### config.mk
export PLATFORM = sky130hd
export DESIGN_NAME = waytag_l2_ctrl
export DESIGN_NICKNAME = d
export VERILOG_FILES = /design/src/rtl/waytag_pkg.sv /design/src/rtl/waytag_array.sv /design/src/rtl/waytag_decoder.sv /design/src/rtl/waytag_wbuf.sv /design/src/rtl/waytag_l2_ctrl.sv
export SDC_FILE = /design/constraint.sdc
export NUM_CORES = 1
export LEC_CHECK = 0
export ABC_AREA = 1
export BUFFER_PORTS_ARGS = -buffer_cell sky130_fd_sc_hd__buf_2
export CELL_PAD_IN_SITES_DETAIL_PLACEMENT = 2
export CELL_PAD_IN_SITES_GLOBAL_PLACEMENT = 2
export CORE_ASPECT_RATIO = 1.75
export CORE_UTILIZATION = 25
export CTS_BUF_LIST = sky130_fd_sc_hd__clkbuf_8
export DETAILED_ROUTE_END_ITERATION = 10
export PLACE_DENSITY = 0.64
export SLEW_MARGIN = 20
export SYNTH_ARGS = -nofsm -noshare
export SYNTH_HDL_FRONTEND = slang
export SYNTH_HIERARCHICAL = 1
export SYNTH_SLANG_ARGS = --single-unit
### constraint.sdc
create_clock -name clk -period 3.6 [get_ports clk]
set_clock_uncertainty 0.1 [all_clocks]
set_input_delay 0.72 -clock clk [delete_from_list [all_inputs] [get_ports clk]]
set_output_delay 0.72 -clock clk [all_outputs]
set_load 0.1 [all_outputs]
### src/rtl/waytag_pkg.sv
package waytag_pkg;

   typedef enum logic [1:0] {
      AK_IDLE      = 2'd0,
      AK_READ_HIT  = 2'd1,
      AK_READ_MISS = 2'd2,
      AK_WRITE     = 2'd3
   } access_kind_e;

   function automatic access_kind_e classify(input logic valid,
                                             input logic write,
                                             input logic hit);
      if (!valid)     return AK_IDLE;
      else if (write) return AK_WRITE;
      else if (hit)   return AK_READ_HIT;
      else            return AK_READ_MISS;
   endfunction

endpackage

### src/rtl/waytag_array.sv
module waytag_array #(
   parameter int LINES = 8,
   parameter int WAY_W = 2,
   localparam int IDX_W = $clog2(LINES)
) (
   input  logic             clk,
   input  logic             rst_n,
   input  logic             fill_valid,
   input  logic [IDX_W-1:0] fill_idx,
   input  logic [WAY_W-1:0] fill_way,
   input  logic             inv_valid,
   input  logic [IDX_W-1:0] inv_idx,
   input  logic [IDX_W-1:0] rd_idx,
   output logic             rd_valid,
   output logic [WAY_W-1:0] rd_way
);

   logic [LINES-1:0] vld_q;
   logic [WAY_W-1:0] way_q [LINES];

   always_ff @(posedge clk) begin
      for (int i = 0; i < LINES; i++) begin
         if (!rst_n) begin
            vld_q[i] <= 1'b0;
            way_q[i] <= '0;
         end else if (fill_valid && fill_idx == IDX_W'(i)) begin
            vld_q[i] <= 1'b1;
            way_q[i] <= fill_way;
         end else if (inv_valid && inv_idx == IDX_W'(i)) begin
            vld_q[i] <= 1'b0;
         end
      end
   end

   assign rd_valid = vld_q[rd_idx];
   assign rd_way   = way_q[rd_idx];

   // a fill leaves its entry valid with the returned way
   a_r2_fill_records: assert property (@(posedge clk) disable iff (!rst_n)
      fill_valid |=> vld_q[$past(fill_idx)] && way_q[$past(fill_idx)] == $past(fill_way));

   // an invalidation without a competing fill clears the entry
   a_r8_inv_clears: assert property (@(posedge clk) disable iff (!rst_n)
      (inv_valid && !(fill_valid && fill_idx == inv_idx)) |=> !vld_q[$past(inv_idx)]);

endmodule

### src/rtl/waytag_decoder.sv
module waytag_decoder #(
   parameter int NUM_WAYS = 4,
   localparam int WAY_W = $clog2(NUM_WAYS)
) (
   input  logic                enable,
   input  logic                known,
   input  logic [WAY_W-1:0]    way,
   output logic [NUM_WAYS-1:0] way_en
);

   for (genvar w = 0; w < NUM_WAYS; w++) begin : g_way
      assign way_en[w] = enable & (~known | (way == WAY_W'(w)));
   end

endmodule

### src/rtl/waytag_wbuf.sv
module waytag_wbuf #(
   parameter int DEPTH = 4,
   parameter int W     = 8,
   localparam int PTR_W = (DEPTH > 1) ? $clog2(DEPTH) : 1,
   localparam int CNT_W = $clog2(DEPTH + 1)
) (
   input  logic         clk,
   input  logic         rst_n,
   input  logic         push,
   input  logic [W-1:0] push_data,
   input  logic         pop,
   output logic [W-1:0] head,
   output logic         full,
   output logic         empty
);

   logic [W-1:0]     mem [DEPTH];
   logic [PTR_W-1:0] wr_ptr, rd_ptr, wr_nxt, rd_nxt;
   logic [CNT_W-1:0] cnt;

   if ((DEPTH & (DEPTH - 1)) == 0) begin : g_pow2
      assign wr_nxt = wr_ptr + PTR_W'(1);
      assign rd_nxt = rd_ptr + PTR_W'(1);
   end else begin : g_wrap
      assign wr_nxt = (wr_ptr == PTR_W'(DEPTH - 1)) ? '0 : wr_ptr + PTR_W'(1);
      assign rd_nxt = (rd_ptr == PTR_W'(DEPTH - 1)) ? '0 : rd_ptr + PTR_W'(1);
   end

   assign full  = (cnt == CNT_W'(DEPTH));
   assign empty = (cnt == '0);
   assign head  = mem[rd_ptr];

   always_ff @(posedge clk) begin
      if (push) mem[wr_ptr] <= push_data;
   end

   always_ff @(posedge clk) begin
      if (!rst_n) begin
         wr_ptr <= '0;
         rd_ptr <= '0;
         cnt    <= '0;
      end else begin
         if (push) wr_ptr <= wr_nxt;
         if (pop)  rd_ptr <= rd_nxt;
         case ({push, pop})
            2'b10:   cnt <= cnt + CNT_W'(1);
            2'b01:   cnt <= cnt - CNT_W'(1);
            default: cnt <= cnt;
         endcase
      end
   end

   // nothing is written into a full buffer
   a_r10_no_overflow: assert property (@(posedge clk) disable iff (!rst_n)
      full |-> !push);

   // nothing is taken from an empty buffer
   a_r9_no_underflow: assert property (@(posedge clk) disable iff (!rst_n)
      empty |-> !pop);

   // occupancy is unchanged when no entry moves
   a_r9_count_stable: assert property (@(posedge clk) disable iff (!rst_n)
      (!push && !pop) |=> $stable(cnt));

endmodule

### src/rtl/waytag_l2_ctrl.sv
module waytag_l2_ctrl
   import waytag_pkg::*;
#(
   parameter int NUM_WAYS = 4,
   parameter int L1_LINES = 8,
   parameter int WB_DEPTH = 4,
   parameter int DATA_W   = 16,
   localparam int WAY_W = $clog2(NUM_WAYS),
   localparam int IDX_W = $clog2(L1_LINES),
   localparam int ENT_W = 1 + WAY_W + IDX_W + DATA_W
) (
   input  logic                clk,
   input  logic                rst_n,
   input  logic                req_valid,
   input  logic                req_write,
   input  logic                req_hit,
   input  logic [IDX_W-1:0]    req_idx,
   input  logic [DATA_W-1:0]   req_data,
   input  logic                fill_valid,
   input  logic [IDX_W-1:0]    fill_idx,
   input  logic [WAY_W-1:0]    fill_way,
   input  logic                inv_valid,
   input  logic [IDX_W-1:0]    inv_idx,
   input  logic                l2_wr_ready,
   output logic                req_stall,
   output logic [NUM_WAYS-1:0] l2_rd_en,
   output logic                l2_wr_valid,
   output logic [NUM_WAYS-1:0] l2_wr_en,
   output logic [IDX_W-1:0]    l2_wr_idx,
   output logic [DATA_W-1:0]   l2_wr_data,
   output logic                wb_full,
   output logic                wb_empty
);

   initial begin
      assert (NUM_WAYS >= 2) else $error("NUM_WAYS must be at least 2");
      assert (L1_LINES >= 2 && (L1_LINES & (L1_LINES - 1)) == 0)
         else $error("L1_LINES must be a power of two, at least 2");
      assert (WB_DEPTH >= 2) else $error("WB_DEPTH must be at least 2");
      assert (DATA_W >= 1) else $error("DATA_W must be positive");
   end

   access_kind_e     kind;
   logic             tag_vld;
   logic [WAY_W-1:0] tag_way;
   logic             wr_req, push, pop, known;
   logic [ENT_W-1:0] push_ent, head_ent;
   logic             head_known;
   logic [WAY_W-1:0] head_way;
   logic [NUM_WAYS-1:0] rd_en_q;

   assign kind   = classify(req_valid, req_write, req_hit);
   assign wr_req = (kind == AK_WRITE);

   waytag_array #(.LINES(L1_LINES), .WAY_W(WAY_W)) u_tags (
      .clk       (clk),
      .rst_n     (rst_n),
      .fill_valid(fill_valid),
      .fill_idx  (fill_idx),
      .fill_way  (fill_way),
      .inv_valid (inv_valid),
      .inv_idx   (inv_idx),
      .rd_idx    (req_idx),
      .rd_valid  (tag_vld),
      .rd_way    (tag_way)
   );

   assign known     = req_hit & tag_vld;
   assign push      = wr_req & ~wb_full;
   assign req_stall = wr_req & wb_full;
   assign push_ent  = {known, tag_way, req_idx, req_data};
   assign pop       = ~wb_empty & l2_wr_ready;

   waytag_wbuf #(.DEPTH(WB_DEPTH), .W(ENT_W)) u_wbuf (
      .clk      (clk),
      .rst_n    (rst_n),
      .push     (push),
      .push_data(push_ent),
      .pop      (pop),
      .head     (head_ent),
      .full     (wb_full),
      .empty    (wb_empty)
   );

   assign {head_known, head_way, l2_wr_idx, l2_wr_data} = head_ent;
   assign l2_wr_valid = ~wb_empty;

   waytag_decoder #(.NUM_WAYS(NUM_WAYS)) u_dec (
      .enable(l2_wr_valid),
      .known (head_known),
      .way   (head_way),
      .way_en(l2_wr_en)
   );

   always_ff @(posedge clk) begin
      if (!rst_n) rd_en_q <= '0;
      else        rd_en_q <= (kind == AK_READ_MISS) ? '1 : '0;
   end
   assign l2_rd_en = rd_en_q;

   // a read miss opens every way on the next cycle
   a_r7_miss_all_ways: assert property (@(posedge clk) disable iff (!rst_n)
      (req_valid && !req_write && !req_hit) |=> (&l2_rd_en));

   // no read enables after anything but a read miss
   a_r6_hit_quiet: assert property (@(posedge clk) disable iff (!rst_n)
      !(req_valid && !req_write && !req_hit) |=> (l2_rd_en == '0));

   // a head write enables exactly one way or all of them
   a_r3_wr_en_shape: assert property (@(posedge clk) disable iff (!rst_n)
      l2_wr_valid |-> ($countones(l2_wr_en) == 1 || (&l2_wr_en)));

   // no write enables while nothing is pending
   a_r9_empty_quiet: assert property (@(posedge clk) disable iff (!rst_n)
      !l2_wr_valid |-> (l2_wr_en == '0));

   // a stalled head is held unchanged
   a_r9_head_held: assert property (@(posedge clk) disable iff (!rst_n)
      (l2_wr_valid && !l2_wr_ready) |=>
         (l2_wr_valid && $stable(l2_wr_idx) && $stable(l2_wr_data) && $stable(l2_wr_en)));

   // read requests never see a stall
   a_r12_reads_free: assert property (@(posedge clk) disable iff (!rst_n)
      (req_valid && !req_write) |-> !req_stall);

endmodule

==> results.md <==
- Max-slew violation total from the final report: 0
- Wire length of the first global-routing pass: 22.23 mm
- Setup crit end kind: output port
- Worst Hold Depth: 1
- Most area-consuming cells after synthesis: edfxtp_1, dfxtp_1, nand2_1
- Routed wire length: 13.74 mm
- Result of the run: finished with violations
- Global placer's final weighted congestion: 0.7028
- Overall fraction of global-route tracks in use: 13.78%
- Level count of the clock H-tree: 4
- Chip Width: 111.1 um
- Max IR drop VDD: 0.0003787 V
- Sequential share of the synthesized area: 66.86%
- Floorplan die area: 21440 um2
- Synth Warn #: 6
- Worst r2r path cells: 13
- Remaining routing DRC violations: 10
- Final setup vio count: 0
- Maximum frequency from static timing analysis: 0.3155 GHz
- Synthesized net count: 533
- Effective utilization at floorplan: 25.57%
- Setup repair after global routing missed its margin: false
- Final cell utilization of the core: 30.37%
- Routed Antenna Nets: 0
- Violations in the final reports: DRC
- Share of cells above drive strength 1: 18.96%
- Buffers from clock root to sink, at most: 2
- First DRT Iteration DRCs: 113
- Routed length per instance: 16.70 um
- Compound-Gate Fraction of Synth Area: 9.078%
- Number of buffers added to fix hold violations after cts: 0
- Final instance area: 6188 um2
- Classification of the worst-slack hold path: reg2reg
- Mux cell area share after synthesis: 0%
- Static leakage power: 0.002506 uW
- Area of placed instances: 5804 um2
- Clock sink total: 122
- Std-Cell Rows: 69
- CTS resizes: 0
- Dominant combinational cell family by area after synthesis: simple AND/OR/NAND/NOR gates
- Worst slew margin relative to its limit: 63.21%
- Adder and majority cell fraction of the synthesized area: 1.585%
- Count of flip-flops with a built-in enable after synthesis: 104
- Synthesized-area fraction occupied by and/or/nand/nor cells: 14.63%
- Total number of vias: 3738
- Max stage delay on crit path: 0.35 ns
- Areal power density over the cells: 787.8 nW/um2
- Fraction of registers with async set or reset after synthesis: 0%
- Buf+Inv Stages, Crit Path: 3
- Nets: 603
- WS Path Type: reg2out
- Vias per Instance: 4.542
- Number of max-capacitance violations reported: 0
- Die span in y: 193.0 um
- Clock latency on the worst-skew pair: 0.43 ns
- Series of cell instances along the critical path: buf_4 -> inv_2 -> o21ai_1 -> o22ai_1 -> nand2_1 -> a21oi_1 -> buf_12
- Number of antenna violations at the first check in global routing: 0
- Time the worst path needs with I/O delays and setup: 3.170 ns
- Detailed-routing iteration count for the pre-antenna-repair pass: 7
- Clock tree from TritonCTS: built
- Synth-to-Final Area Change: 18.78%
- Most instantiated library cell after synthesis: edfxtp_1
- Count of inserted antenna diode cells: 0
- Clock buffer count from CTS: 17
- Number of hold-slack violations in the final timing report: 0
- Top cells by count, synth: edfxtp_1, nand2_1, nor2_1, inv_1, o21ai_0
- Area share of the largest cell type after synthesis: 59.94%
- Worst-margin pin slew: 0.5519 ns
- Category of the worst setup path launch point: register
- Pin count of the biggest net entering global routing: 45
- Port Buffer Count: 65
- Post-CTS Setup Repair Bufs: 0
- Avg Inst Size Synth: 10.59 um2
- Number of stages on the worst setup path: 7
- Ratio of final minimum period to clock period: 88.05%
- Synthesized instance count: 492
- Post-synthesis cell type count: 21
- Xor and xnor area share after synthesis: 0%
- Boundary pin count: 66
- Clock-pin slew reported for the worst setup and hold paths after clock tree synthesis: 0.07 ns
- Post-Synthesis Cell Area: 5210 um2
- Buffer cell driving the clock tree root: clkbuf_8
- Cell at the slowest stage of the critical path: inv_2
- Arrival time at the worst endpoint: 2.35 ns
- Gr ovfl total: 0
- Post-synth top flop: edfxtp_1
- Critical path required time: 2.78 ns
- Largest delay contributor family on the critical path: buffers and inverters
- Number of global-route vias before repair: 4216
- Core area: 20370 um2
- Synthesized flop and latch total: 122
- Crit Path Max Fanout: 23
- Largest area contributor in the synthesized netlist: edfxtp_1
- Detailed placement HPWL: 9.787 mm
==> flip-flops by register name (all words and copies together) (netlist names), named ones only <==
name and flops:
u_wbuf/rd_ptr 2, u_wbuf/wr_ptr 2, u_tags/way_q 16, u_wbuf/cnt 3, l2_rd_en 1, u_wbuf/mem 88, u_tags/vld_q 8
==> per-stage QoR <==
stage	hold WS [ns]	std cells	power [uW]	TNS, ns	setup WS [ns]
after detailed placement	0.3401	791	3752	0	0.8488
final	0.3536	823	4875	0	0.4304
after global routing	0.3713	823	5102	0	0.2400
after global placement	0.3337	791	3700	0	0.8942
after floorplan	0.3115	492	3301	-0.4231	-0.1410
after CTS	0.3519	823	4960	0	0.3186
==> layer usage <==
metal / wire length, um / GRT usage [%]
met5: 0 / 0
met3: 416 / 2.876
met2: 8046 / 28.08
met4: 185 / 5.301
met1: 5093 / 13.41
==> final cells by class <==
cell class,instances,area [um2]
inverter,63,244.0
tap,248,310.3
clock inverter,15,150.1
clock buffer,17,234.0
fill,2271,14190
multi-input combinational,287,1336
sequential,122,3483
timing repair buffer,71,430.4
==> path summary, 6_finish.rpt <==
kind | start | endpoint | slack [ns]
hold reg to reg | u_wbuf/rd_ptr[1] | u_wbuf/rd_ptr[1] | 0.35
setup reg to reg | u_wbuf/cnt[2] | u_wbuf/cnt[2] | 1.31
setup / recovery | register | l2_wr_en[1] | 0.43
hold / removal | u_wbuf/rd_ptr[1] | u_wbuf/rd_ptr[1] | 0.35
==> layout by cell type (no fill, tap or decap) <==
cell        Yosys  routed
nand4_1         1       1
clkinv_2        0       3
dfxtp_1        18      18
bufinv_16       0       2
fa_1            1       1
nor2_1         82      81
nor3_4          0       1
buf_2           6      61
o21ai_1        18      18
clkbuf_8        0      17
nor3_2          0       1
clkinvlp_4      0       2
a21oi_1         8       8
inv_8           1       1
inv_1          60      61
o22ai_1        22      22
nand2_1        83      83
inv_6           0       3
nor3_1          3       1
nand3_2         1       1
ha_1            5       5
buf_4           6       6
clkinv_1        0       1
nor2_2          0       1
clkinv_4        0       3
inv_2           2       2
nand3_1        21      21
edfxtp_1      104     104
buf_12          0       4
nand2_2         1       1
o21ai_0        41      41
==> power breakdown <==
part / switching [uW] / internal (uW)
Clock: 571 / 615
Sequential: 56.3 / 1630
Combinational: 1610 / 388
Total: 2240 / 2630
==> logic make-up (layout without fill, tap and decap cells) <==
group	count (synthesis)	after routing
AO/OA/AOI/OAI	89	89
adder cells (fa/ha/maj)	6	6
buffers and inverters	83	166
flip-flops	122	122
AND/OR/NAND/NOR	192	192
==> worst reg2reg max path, stage by stage, from the launching register on <==
cell and delay (ns):
dfxtp_1 0.40, inv_1 0.10, nor3_2 0.18, nor2_1 0.15, inv_1 0.15, ha_1 0.20, inv_1 0.08, fa_1 0.44
inv_1 0.07, nand2_1 0.07, nand3_1 0.09, nand2_1 0.06, inv_1 0.05, nor2_1 0.04
Note: power is estimated with default switching activity, not from simulation.
